**src/rtl/audtx_pkg.sv**
```systemverilog
package audtx_pkg;

    // Three-level select pins arrive pre-coded on two bits.
    localparam logic [1:0] LVL_LOW  = 2'b00;
    localparam logic [1:0] LVL_MID  = 2'b01;
    localparam logic [1:0] LVL_HIGH = 2'b10;

    // Only a clean high level selects master; middle/reserved fall back to slave.
    function automatic logic sel_is_master(input logic [1:0] lvl);
        return (lvl == LVL_HIGH);
    endfunction

    // Only a clean high level selects MSB-justified; middle/reserved fall back to I2S.
    function automatic logic sel_is_msbj(input logic [1:0] lvl);
        return (lvl == LVL_HIGH);
    endfunction

endpackage

```
**src/rtl/audtx_master_clk.sv**
```systemverilog
module audtx_master_clk #(
    parameter int CLK_PER_BCK = 4,
    parameter int SLOT_BITS   = 32
) (
    input  logic clk,
    input  logic rst_n,
    output logic bck_o,
    output logic ws_o,
    output logic fall_o,
    output logic ws_next_o
);
    localparam int DIV_W = (CLK_PER_BCK > 2) ? $clog2(CLK_PER_BCK) : 1;
    localparam int POS_W = $clog2(2 * SLOT_BITS);
    localparam logic [DIV_W-1:0] DIV_LAST = DIV_W'(CLK_PER_BCK - 1);
    localparam logic [DIV_W-1:0] DIV_HALF = DIV_W'(CLK_PER_BCK / 2);

    typedef struct packed {
        logic [DIV_W-1:0] div;
        logic [POS_W-1:0] pos;
        logic             bck;
        logic             ws;
    } gen_t;

    gen_t gen_q, gen_d;
    logic fall;

    always_comb begin
        gen_d = gen_q;
        fall  = (gen_q.div == DIV_LAST);
        if (fall) begin
            gen_d.div = '0;
            gen_d.pos = gen_q.pos + 1'b1;
            gen_d.ws  = gen_d.pos[POS_W-1];
        end else begin
            gen_d.div = gen_q.div + 1'b1;
        end
        gen_d.bck = (gen_d.div >= DIV_HALF);
    end

    always_ff @(posedge clk or negedge rst_n) begin
        if (!rst_n) begin
            gen_q <= '{div: '0, pos: '1, bck: 1'b0, ws: 1'b1};
        end else begin
            gen_q <= gen_d;
        end
    end

    assign bck_o     = gen_q.bck;
    assign ws_o      = gen_q.ws;
    assign fall_o    = fall;
    assign ws_next_o = gen_d.ws;

    // the bit clock only drops on the divider's wrap strobe
    a_r1_bck_fall_on_wrap: assert property (@(posedge clk) disable iff (!rst_n)
        $fell(gen_q.bck) |-> $past(fall));

    // word select only moves together with a falling bit clock
    a_r2_ws_moves_on_fall: assert property (@(posedge clk) disable iff (!rst_n)
        !$stable(gen_q.ws) |-> $fell(gen_q.bck));

endmodule

```
**src/rtl/audtx_slave_track.sv**
```systemverilog
module audtx_slave_track #(
    parameter int SYNC_STAGES = 2
) (
    input  logic clk,
    input  logic rst_n,
    input  logic bck_i,
    input  logic ws_i,
    output logic fall_o,
    output logic ws_o
);
    localparam int BW = SYNC_STAGES + 1;

    typedef struct packed {
        logic [BW-1:0]          bck_sh;
        logic [SYNC_STAGES-1:0] ws_sh;
    } trk_t;

    trk_t trk_q, trk_d;

    always_comb begin
        trk_d        = trk_q;
        trk_d.bck_sh = {trk_q.bck_sh[BW-2:0], bck_i};
        if (SYNC_STAGES > 1) begin
            trk_d.ws_sh = {trk_q.ws_sh[SYNC_STAGES-2:0], ws_i};
        end else begin
            trk_d.ws_sh = SYNC_STAGES'(ws_i);
        end
    end

    always_ff @(posedge clk or negedge rst_n) begin
        if (!rst_n) begin
            trk_q <= '{bck_sh: '1, ws_sh: '1};
        end else begin
            trk_q <= trk_d;
        end
    end

    // A falling edge is seen once the settled bit drops below the older one.
    assign fall_o = trk_q.bck_sh[BW-1] & ~trk_q.bck_sh[BW-2];
    assign ws_o   = trk_q.ws_sh[SYNC_STAGES-1];

endmodule

```
**src/rtl/audtx_shifter.sv**
```systemverilog
module audtx_shifter #(
    parameter int SAMPLE_W = 24
) (
    input  logic                clk,
    input  logic                rst_n,
    input  logic                ev_i,
    input  logic                ws_i,
    input  logic                msbj_i,
    input  logic                load_i,
    input  logic [SAMPLE_W-1:0] l_i,
    input  logic [SAMPLE_W-1:0] r_i,
    output logic                sd_o
);
    typedef struct packed {
        logic [SAMPLE_W-1:0] hold_l;
        logic [SAMPLE_W-1:0] hold_r;
        logic [SAMPLE_W-1:0] act_l;
        logic [SAMPLE_W-1:0] act_r;
        logic [SAMPLE_W-1:0] sh;
        logic                ws_prev;
        logic                sd;
    } sft_t;

    sft_t sft_q, sft_d;
    logic                slot_start;
    logic                left_start;
    logic [SAMPLE_W-1:0] word;

    always_comb begin
        sft_d      = sft_q;
        slot_start = ev_i && (ws_i != sft_q.ws_prev);
        left_start = slot_start && !ws_i;
        word       = ws_i ? sft_q.act_r : sft_q.hold_l;
        if (load_i) begin
            sft_d.hold_l = l_i;
            sft_d.hold_r = r_i;
        end
        if (ev_i) begin
            sft_d.ws_prev = ws_i;
            if (slot_start) begin
                if (left_start) begin
                    sft_d.act_l = sft_q.hold_l;
                    sft_d.act_r = sft_q.hold_r;
                end
                if (msbj_i) begin
                    sft_d.sd = word[SAMPLE_W-1];
                    sft_d.sh = {word[SAMPLE_W-2:0], 1'b0};
                end else begin
                    sft_d.sd = 1'b0;
                    sft_d.sh = word;
                end
            end else begin
                sft_d.sd = sft_q.sh[SAMPLE_W-1];
                sft_d.sh = {sft_q.sh[SAMPLE_W-2:0], 1'b0};
            end
        end
    end

    always_ff @(posedge clk or negedge rst_n) begin
        if (!rst_n) begin
            sft_q <= '{hold_l: '0, hold_r: '0, act_l: '0, act_r: '0,
                       sh: '0, ws_prev: 1'b1, sd: 1'b0};
        end else begin
            sft_q <= sft_d;
        end
    end

    assign sd_o = sft_q.sd;

    // the active pair only changes at a left-slot start
    a_r8_pair_held: assert property (@(posedge clk) disable iff (!rst_n)
        (!$stable(sft_q.act_l) || !$stable(sft_q.act_r)) |->
            $past(ev_i && !ws_i && sft_q.ws_prev));

    // I2S puts a zero in the bit period of the word-select change
    a_r3_i2s_lead_zero: assert property (@(posedge clk) disable iff (!rst_n)
        (ev_i && !msbj_i && (ws_i != sft_q.ws_prev)) |=> (sft_q.sd == 1'b0));

    // MSB-justified puts the held left MSB out at the left-slot start
    a_r4_msbj_first_bit: assert property (@(posedge clk) disable iff (!rst_n)
        (ev_i && msbj_i && !ws_i && sft_q.ws_prev) |=>
            (sft_q.sd == $past(sft_q.hold_l[SAMPLE_W-1])));

endmodule

```
**src/rtl/audtx_top.sv**
```systemverilog
module audtx_top #(
    parameter int SAMPLE_W    = 24,
    parameter int SLOT_BITS   = 32,
    parameter int CLK_PER_BCK = 4,
    parameter int SYNC_STAGES = 2
) (
    input  logic                clk,
    input  logic                rst_n,
    input  logic [1:0]          role_sel,
    input  logic [1:0]          fmt_sel,
    input  logic [SAMPLE_W-1:0] smp_l,
    input  logic [SAMPLE_W-1:0] smp_r,
    input  logic                smp_load,
    input  logic                bck_in,
    input  logic                ws_in,
    output logic                bck_out,
    output logic                ws_out,
    output logic                link_drive,
    output logic                sd_out
);
    import audtx_pkg::*;

    logic is_master, is_msbj;
    logic m_bck, m_ws, m_fall, m_ws_next;
    logic s_fall, s_ws;
    logic ev_sel, ws_sel;

    assign is_master = sel_is_master(role_sel);
    assign is_msbj   = sel_is_msbj(fmt_sel);

    audtx_master_clk #(
        .CLK_PER_BCK(CLK_PER_BCK),
        .SLOT_BITS  (SLOT_BITS)
    ) i_mclk (
        .clk      (clk),
        .rst_n    (rst_n),
        .bck_o    (m_bck),
        .ws_o     (m_ws),
        .fall_o   (m_fall),
        .ws_next_o(m_ws_next)
    );

    audtx_slave_track #(
        .SYNC_STAGES(SYNC_STAGES)
    ) i_strk (
        .clk   (clk),
        .rst_n (rst_n),
        .bck_i (bck_in),
        .ws_i  (ws_in),
        .fall_o(s_fall),
        .ws_o  (s_ws)
    );

    assign ev_sel = is_master ? m_fall    : s_fall;
    assign ws_sel = is_master ? m_ws_next : s_ws;

    audtx_shifter #(
        .SAMPLE_W(SAMPLE_W)
    ) i_sft (
        .clk   (clk),
        .rst_n (rst_n),
        .ev_i  (ev_sel),
        .ws_i  (ws_sel),
        .msbj_i(is_msbj),
        .load_i(smp_load),
        .l_i   (smp_l),
        .r_i   (smp_r),
        .sd_o  (sd_out)
    );

    assign bck_out    = is_master ? m_bck : 1'b0;
    assign ws_out     = is_master ? m_ws  : 1'b0;
    assign link_drive = is_master;

    // serial data only moves on a selected falling-edge event
    a_r5_sd_on_fall: assert property (@(posedge clk) disable iff (!rst_n)
        (sd_out != $past(sd_out)) |-> $past(ev_sel));

    // in master mode a high bit-clock phase lasts two cycles
    a_r1_bck_high_len: assert property (@(posedge clk) disable iff (!rst_n)
        (is_master && $stable(role_sel) && $fell(bck_out)) |-> $past(bck_out, 2));

endmodule

```
**config.mk**
```make
export PLATFORM = sky130hd
export DESIGN_NAME = audtx_top
export DESIGN_NICKNAME = d
export VERILOG_FILES = /design/src/rtl/audtx_pkg.sv /design/src/rtl/audtx_master_clk.sv /design/src/rtl/audtx_slave_track.sv /design/src/rtl/audtx_shifter.sv /design/src/rtl/audtx_top.sv
export SDC_FILE = /design/constraint.sdc
export NUM_CORES = 1
export LEC_CHECK = 0
export CAP_MARGIN = 20
export CORE_ASPECT_RATIO = 1.25
export CORE_MARGIN = 1
export CORE_UTILIZATION = 55
export DETAILED_ROUTE_END_ITERATION = 7
export DONT_BUFFER_PORTS = 1
export PLACE_DENSITY_LB_ADDON = 0.3
export SLEW_MARGIN = 10
export SYNTH_ARGS = -nofsm -noshare
export SYNTH_HDL_FRONTEND = slang
export SYNTH_SLANG_ARGS = --single-unit
```
**constraint.sdc**
```tcl
create_clock -name clk -period 1.9 [get_ports clk]
set_input_delay 0.19 -clock clk [delete_from_list [all_inputs] [get_ports clk]]
set_output_delay 0.19 -clock clk [all_outputs]
set_load 0.03 [all_outputs]
```
Word level (Yosys, flattened, before mapping)

Index checks and enable logic that the tools add are counted.

Flip-flop bits (word level): 113
Latch bits: 0
Bits in writable memories: 0
ROM bits: 0
Input bits: 57
Output and inout port bits: 4
Word-level logic and storage cells: 36
Memories kept: 0

$add $sub $neg: 2
$mul: 0
Div/mod/pow operators: 0
Magnitude comparators: 1
Eq/ne operators: 4
Shift-type cells: 0
Muxes and demuxes: 11
Bitwise gates (word level): 2
Reductions and logical operators: 4

Operator list:

| kind                                         | count |
|---|---|
| two-way mux 24 bit                           | 3 |
| two-way mux 1 bit                            | 7 |
| adder 6 x 1 -> 6 bit (second input constant) | 1 |
| equality test 2 bit (second input constant)  | 3 |
| AND reduction 3 bit                          | 1 |
| adder 2 x 1 -> 2 bit (second input constant) | 1 |
| >= comparator 2 bit (second input constant)  | 1 |
| logical AND 1 bit                            | 2 |
| two-way mux 2 bit                            | 1 |
| bitwise AND 1 bit                            | 1 |
| zero test 1 bit                              | 1 |
| != test 1 bit                                | 1 |
| NOT 1 bit                                    | 1 |

Depth between registers and ports, before layout

Depth after elaboration: 7
Gate-level depth with buffers: 10
Depth with buffers taken out: 7

Cells and area by module

From an unflattened synthesis, not the netlist that was laid out.

Cell total of the unflattened synthesis: 398
Area total of the unflattened synthesis: 5,282.6 µm²

By module, submodules not included:

| module            | instances | cells each | area each (µm²) |
|---|---|---|---|
| audtx_shifter     | 1         | 355        | 4,653.2 |
| audtx_master_clk  | 1         | 31         | 419.2 |
| audtx_slave_track | 1         | 6          | 145.1 |
| audtx_top         | 1         | 6          | 65.1 |

Worst setup path after synthesis

Ideal clock, no wire load.

Path type: register -> register
From: register i_mclk.gen_q[4] (netlist bit)
To: register i_sft.sft_q[29] (netlist bit)
Setup time: 125 ps
Data arrival time: 1,925 ps
Slack: -150 ps
Cell stages (with the launch flop): 10
Cells stage by stage: dfstp_2 and3_1 nand3_2 xor2_1 o21ai_2 buf_6 nand2b_4 buf_6 buf_12 mux2_4

Cells in the longest elaborated chain, start to end: 7
Elaborated cells on any way between the ends: 8
Classes of those cells: 1 x add/sub; 1 x eq/ne; 2 x mux; 4 x reduce/logical

Ends and longest elaborated chain:

| what                              | RTL line               | text |
|---|---|---|
| start, declared                   | audtx_master_clk.sv:24 | `gen_t gen_q, gen_d;` |
| start signal, assigned            | audtx_master_clk.sv:42 | `gen_q <= '{div: '0, pos: '1, bck: 1'b0, ws: 1'b1};` |
| start signal, assigned            | audtx_master_clk.sv:44 | `gen_q <= gen_d;` |
| adder 6 x 1 -> 6 bit (*)          | audtx_master_clk.sv:32 | `gen_d.pos = gen_q.pos + 1'b1;` |
| two-way mux 1 bit (*)             | audtx_master_clk.sv:30 | `if (fall) begin` |
| two-way mux 1 bit (*)             | audtx_top.sv:55        | `assign ws_sel = is_master ? m_ws_next : s_ws;` |
| != test 1 bit                     | audtx_shifter.sv:31    | `slot_start = ev_i && (ws_i != sft_q.ws_prev);` |
| logical AND 1 bit                 | audtx_shifter.sv:31    |  |
| logical AND 1 bit                 | audtx_shifter.sv:32    | `left_start = slot_start && !ws_i;` |
| AND reduction 3 bit (no line) (*) | n/a                    |  |
| end signal, assigned              | audtx_shifter.sv:61    | `sft_q <= '{hold_l: '0, hold_r: '0, act_l: '0, act_r: '0,` |
| end signal, assigned              | audtx_shifter.sv:64    | `sft_q <= sft_d;` |
| end, declared                     | audtx_shifter.sv:24    | `sft_t sft_q, sft_d;` |

Mark *: on every way between the ends. The rest lies on a longest branch, timed or not.
A chain may end at the register's enable or synchronous reset.

Worst setup path after layout

From: register i_mclk.gen_q[6] (netlist bit)
To: register i_sft.sft_q[36] (netlist bit)

The elaborated chain is that of the path after synthesis.

==> key figures <==
Status
  • Outcome: complete, but fails checks
  • Failing checks: negative hold slack, negative setup slack

Timing
  • Worst hold slack: -464.1 ps
  • Post-route minimum period: 2004 ps
  • Final setup margin: -103.8 ps
  • Max Clock Freq: 0.4991 GHz
  • RSZ-0062 raised after global routing: yes
  • Slew Limit Fails: 0
  • Final Hold Viols: 112
  • Tcrit/Tclk final: 105.5%
  • Worst-margin pin slew: 460.3 ps
  • # setup viols final: 30
  • Clock skew: 6.071 ps
  • Worst slew margin: 69.32%

Yosys
  • Synth area leader: dfrtp_1
  • Mapped Cells: 495
  • Seq cells post-synth: 112
  • Mapped cell area: 5391 µm²
  • Post-synth top area share: 45.95%
  • Async SR Flop Fraction: 100.0%
  • Sequential area share after synthesis: 52.29%
  • Synthesis Warnings: 0
  • Syn avg cell area: 10.89 µm²
  • Number of flops mapped to enable cells by yosys: 0
  • Post-Syn Nets: 554
  • Main synth FF type: dfrtp_1
  • Yosys cell types: 36
  • Top cells by area, synth: dfrtp_1, mux2_2, nand2_1

Global routing
  • GRT Overall Usage: 24.96%
  • Number of global-route vias before repair: 4051
  • Largest net degree at the start of global routing: 113
  • First-pass GRT wire length: 20020 µm
  • Global route hottest layer: met2
  • GR Util met3: 4.704%
  • Initial antenna violation count: 0
  • Met1 Use GR: 33.44%
  • Met2 Use GR: 40.61%
  • Gr ovfl total: 0

Job
  • Max-cap violations: 0

Die
  • Die area: 10210 µm²
  • Die width: 90.56 µm
  • # rows: 40
  • I/O pin count: 61
  • Die H: 112.7 µm
  • Initial core utilization: 56.40%
  • Core area: 9559 µm²

Cells and area
  • N_diodes: 0
  • Fin util: 74.32%
  • Filler cell count: 597
  • Final nets: 644
  • Layout cells sized above 1: 29.15%
  • Most common cell after layout, fill and taps aside: dfrtp_1
  • Most frequent cells in the layout: dfrtp_1, nand2_1, dlygate4sd3_1
  • Area growth from synthesis to layout: 31.77%

Setup path
  • R2r setup slk: -100 ps
  • Crit. End Element: flip-flop
  • Worst endpoint required time: 2140 ps
  • Worst-case reg-to-reg path depth: 7
  • WP data arrival: 2240 ps
  • Crit path from: i_mclk.gen_q[6]
  • Setup CP Type: reg2reg
  • CP Max Fanout: 6
  • RR Startpoint: i_mclk.gen_q[6]
  • RR Endpoint: i_sft.sft_q[36]
  • Startpoint types: flip-flop

Pwr
  • Clock power share: 30.0%
  • Logic gate share of total power: 21.4%
  • Sequential fraction of design power: 48.6%
  • Switching Fraction: 27.57%
  • Maximum vdd drop: 0.6762 mV
  • Internal power: 0.004961 W
  • Static Leak: 3.010 nW
  • Psw: 0.001889 W
  • Power density over cell area: 964.2 nW/µm²

CTS
  • Worst-Skew Late Latency: 350 ps
  • CTS tree: done
  • Clk sinks: 112
  • Clock Tree Buf Depth: 2
  • CTS clk-pin slew, worst paths: 80 ps
  • Number of CTS-inserted buffers: 9
  • H-tree depth: 3
  • Root buffer cell: clkbuf_16

Route
  • DR WL/cell: 18.08 µm
  • Total Wirelength: 12950 µm
  • Drt via density: 5.560
  • Drt drc: 0
  • 1st-iter DRT viols: 368
  • Vias after detailed routing: 3981
  • ANT nets after route: 0
  • TritonRoute pass-1 iters: 5

Hold path
  • Worst Hold Class: in2async

Place
  • Port buffer count: 0
  • Routability congestion estimate: 0.7667
  • Dpl hpwl: 6990 µm
  • Setup slack after placement: -62.05 ps
-- area by class of cell --
class                   count  area, µm²  share of cell area (%)
clock buffers              10      229.0                   3.223
multi-input cells         348       2606                   36.69
inverters                   1      3.754                 0.05284
repair buffers            113       1196                   16.84
flip-flops and latches    112       2819                   39.68
well taps                 126      157.7                   2.219
clock inverters             6      92.59                   1.303
-- through the flow --
| step | cell area, µm² | total power, W | TNS (ps) | hold slack (ps) | cells |
|---|---|---|---|---|---|
| finish | 7104 | 0.006850 | -2093 | -464.1 | 716 |
| global route | 7104 | 0.007136 | -4662 | -479.6 | 716 |
| CTS | 6766 | 0.006618 | -1086 | -476.1 | 709 |
| detailed placement | 5595 | 0.004393 | -580.0 | -99.86 | 609 |
| global placement | 5595 | 0.004312 | 0 | -101.5 | 609 |
| floorplan | 5404 | 0.004114 | -2321 | -105.6 | 495 |
-- cell usage after synthesis, types with 3 or more instances --
library cell	number
a211oi_1	23
and2_1	3
buf_1	4
buf_2	7
clkbuf_1	17
dfrtp_1	99
dfstp_2	13
mux2_2	53
mux2_4	20
mux2i_1	25
nand2_1	94
nand2b_1	3
nand3_1	46
nand4_1	3
nor2_1	53
xnor2_1	4
-- metal layers --
layer / vias to the layer above / wire (µm)
met1: 1967 / 5256
met3: 19 / 613
met4: 0 / 260
met2: 123 / 6817
li1: 1872 / -
met5: - / 0
-- worst max-delay path, stage by stage (launching register included) --
cell and delay (ps):
dfstp_2 540, and3_4 200, nand3_4 80, xor2_4 170, o21ai_4 180, nand2b_4 240, clkbuf_16 180, mux2_4 300
-- registers in the layout, summed over array words and instances, names as in the netlist --
register / count
i_mclk.bck_o: 1
i_mclk.gen_q: 7
i_mclk.ws_o: 1
i_sft.sd_o: 1
i_sft.sft_q: 97
i_strk.trk_d: 3
i_strk.trk_q: 1
i_strk.ws_o: 1
-- worst max-delay path by stage --
stage                 endpoint  slack, ps  depth (start not counted)
3_5_place_dp   i_sft.sft_q[17]        -60                          8
4_1_cts        i_sft.sft_q[27]        -80                          7
5_1_grt        i_sft.sft_q[36]       -160                          7
6_report       i_sft.sft_q[36]       -100                          7
3_3_place_gp   i_sft.sft_q[28]          6                          7
2_1_floorplan  i_sft.sft_q[29]       -110                          9
-- timing repair --
| item | 4_1_cts | 5_1_grt |
|---|---|---|
| resized for setup | 2 | 51 |
| buffers inserted | 1 | 2 |
| gates cloned | 0 | 4 |
| setup endpoints to repair | 47 | 49 |
| pin swaps | 1 | 6 |
| hold endpoints to repair | 162 | 114 |
| hold buffers | 83 | 1 |
-- cell families (layout without fill, tap and decap cells) --
family | count (synthesis) | after routing | synth area share, %
mux | 98 | 98 | 21.28
xor+xnor | 7 | 7 | 1.276
fa+ha+maj | 2 | 2 | 0.4641
simple gates | 208 | 208 | 16.50
compound gates | 33 | 33 | 4.572
buf+inv | 35 | 130 | 3.620
flops | 112 | 112 | 52.29
-- power by group through the flow --
stage                     combinational, W  sequential, W  clock [W]
after CTS                          0.00125        0.00330    0.00207
after detailed placement           0.00106        0.00334          0
after global routing               0.00158        0.00339    0.00216
final                              0.00147        0.00333    0.00205
after floorplan                   0.000913        0.00320          0
after global placement             0.00101        0.00331          0
Note: power is estimated with default switching activity, not from simulation.
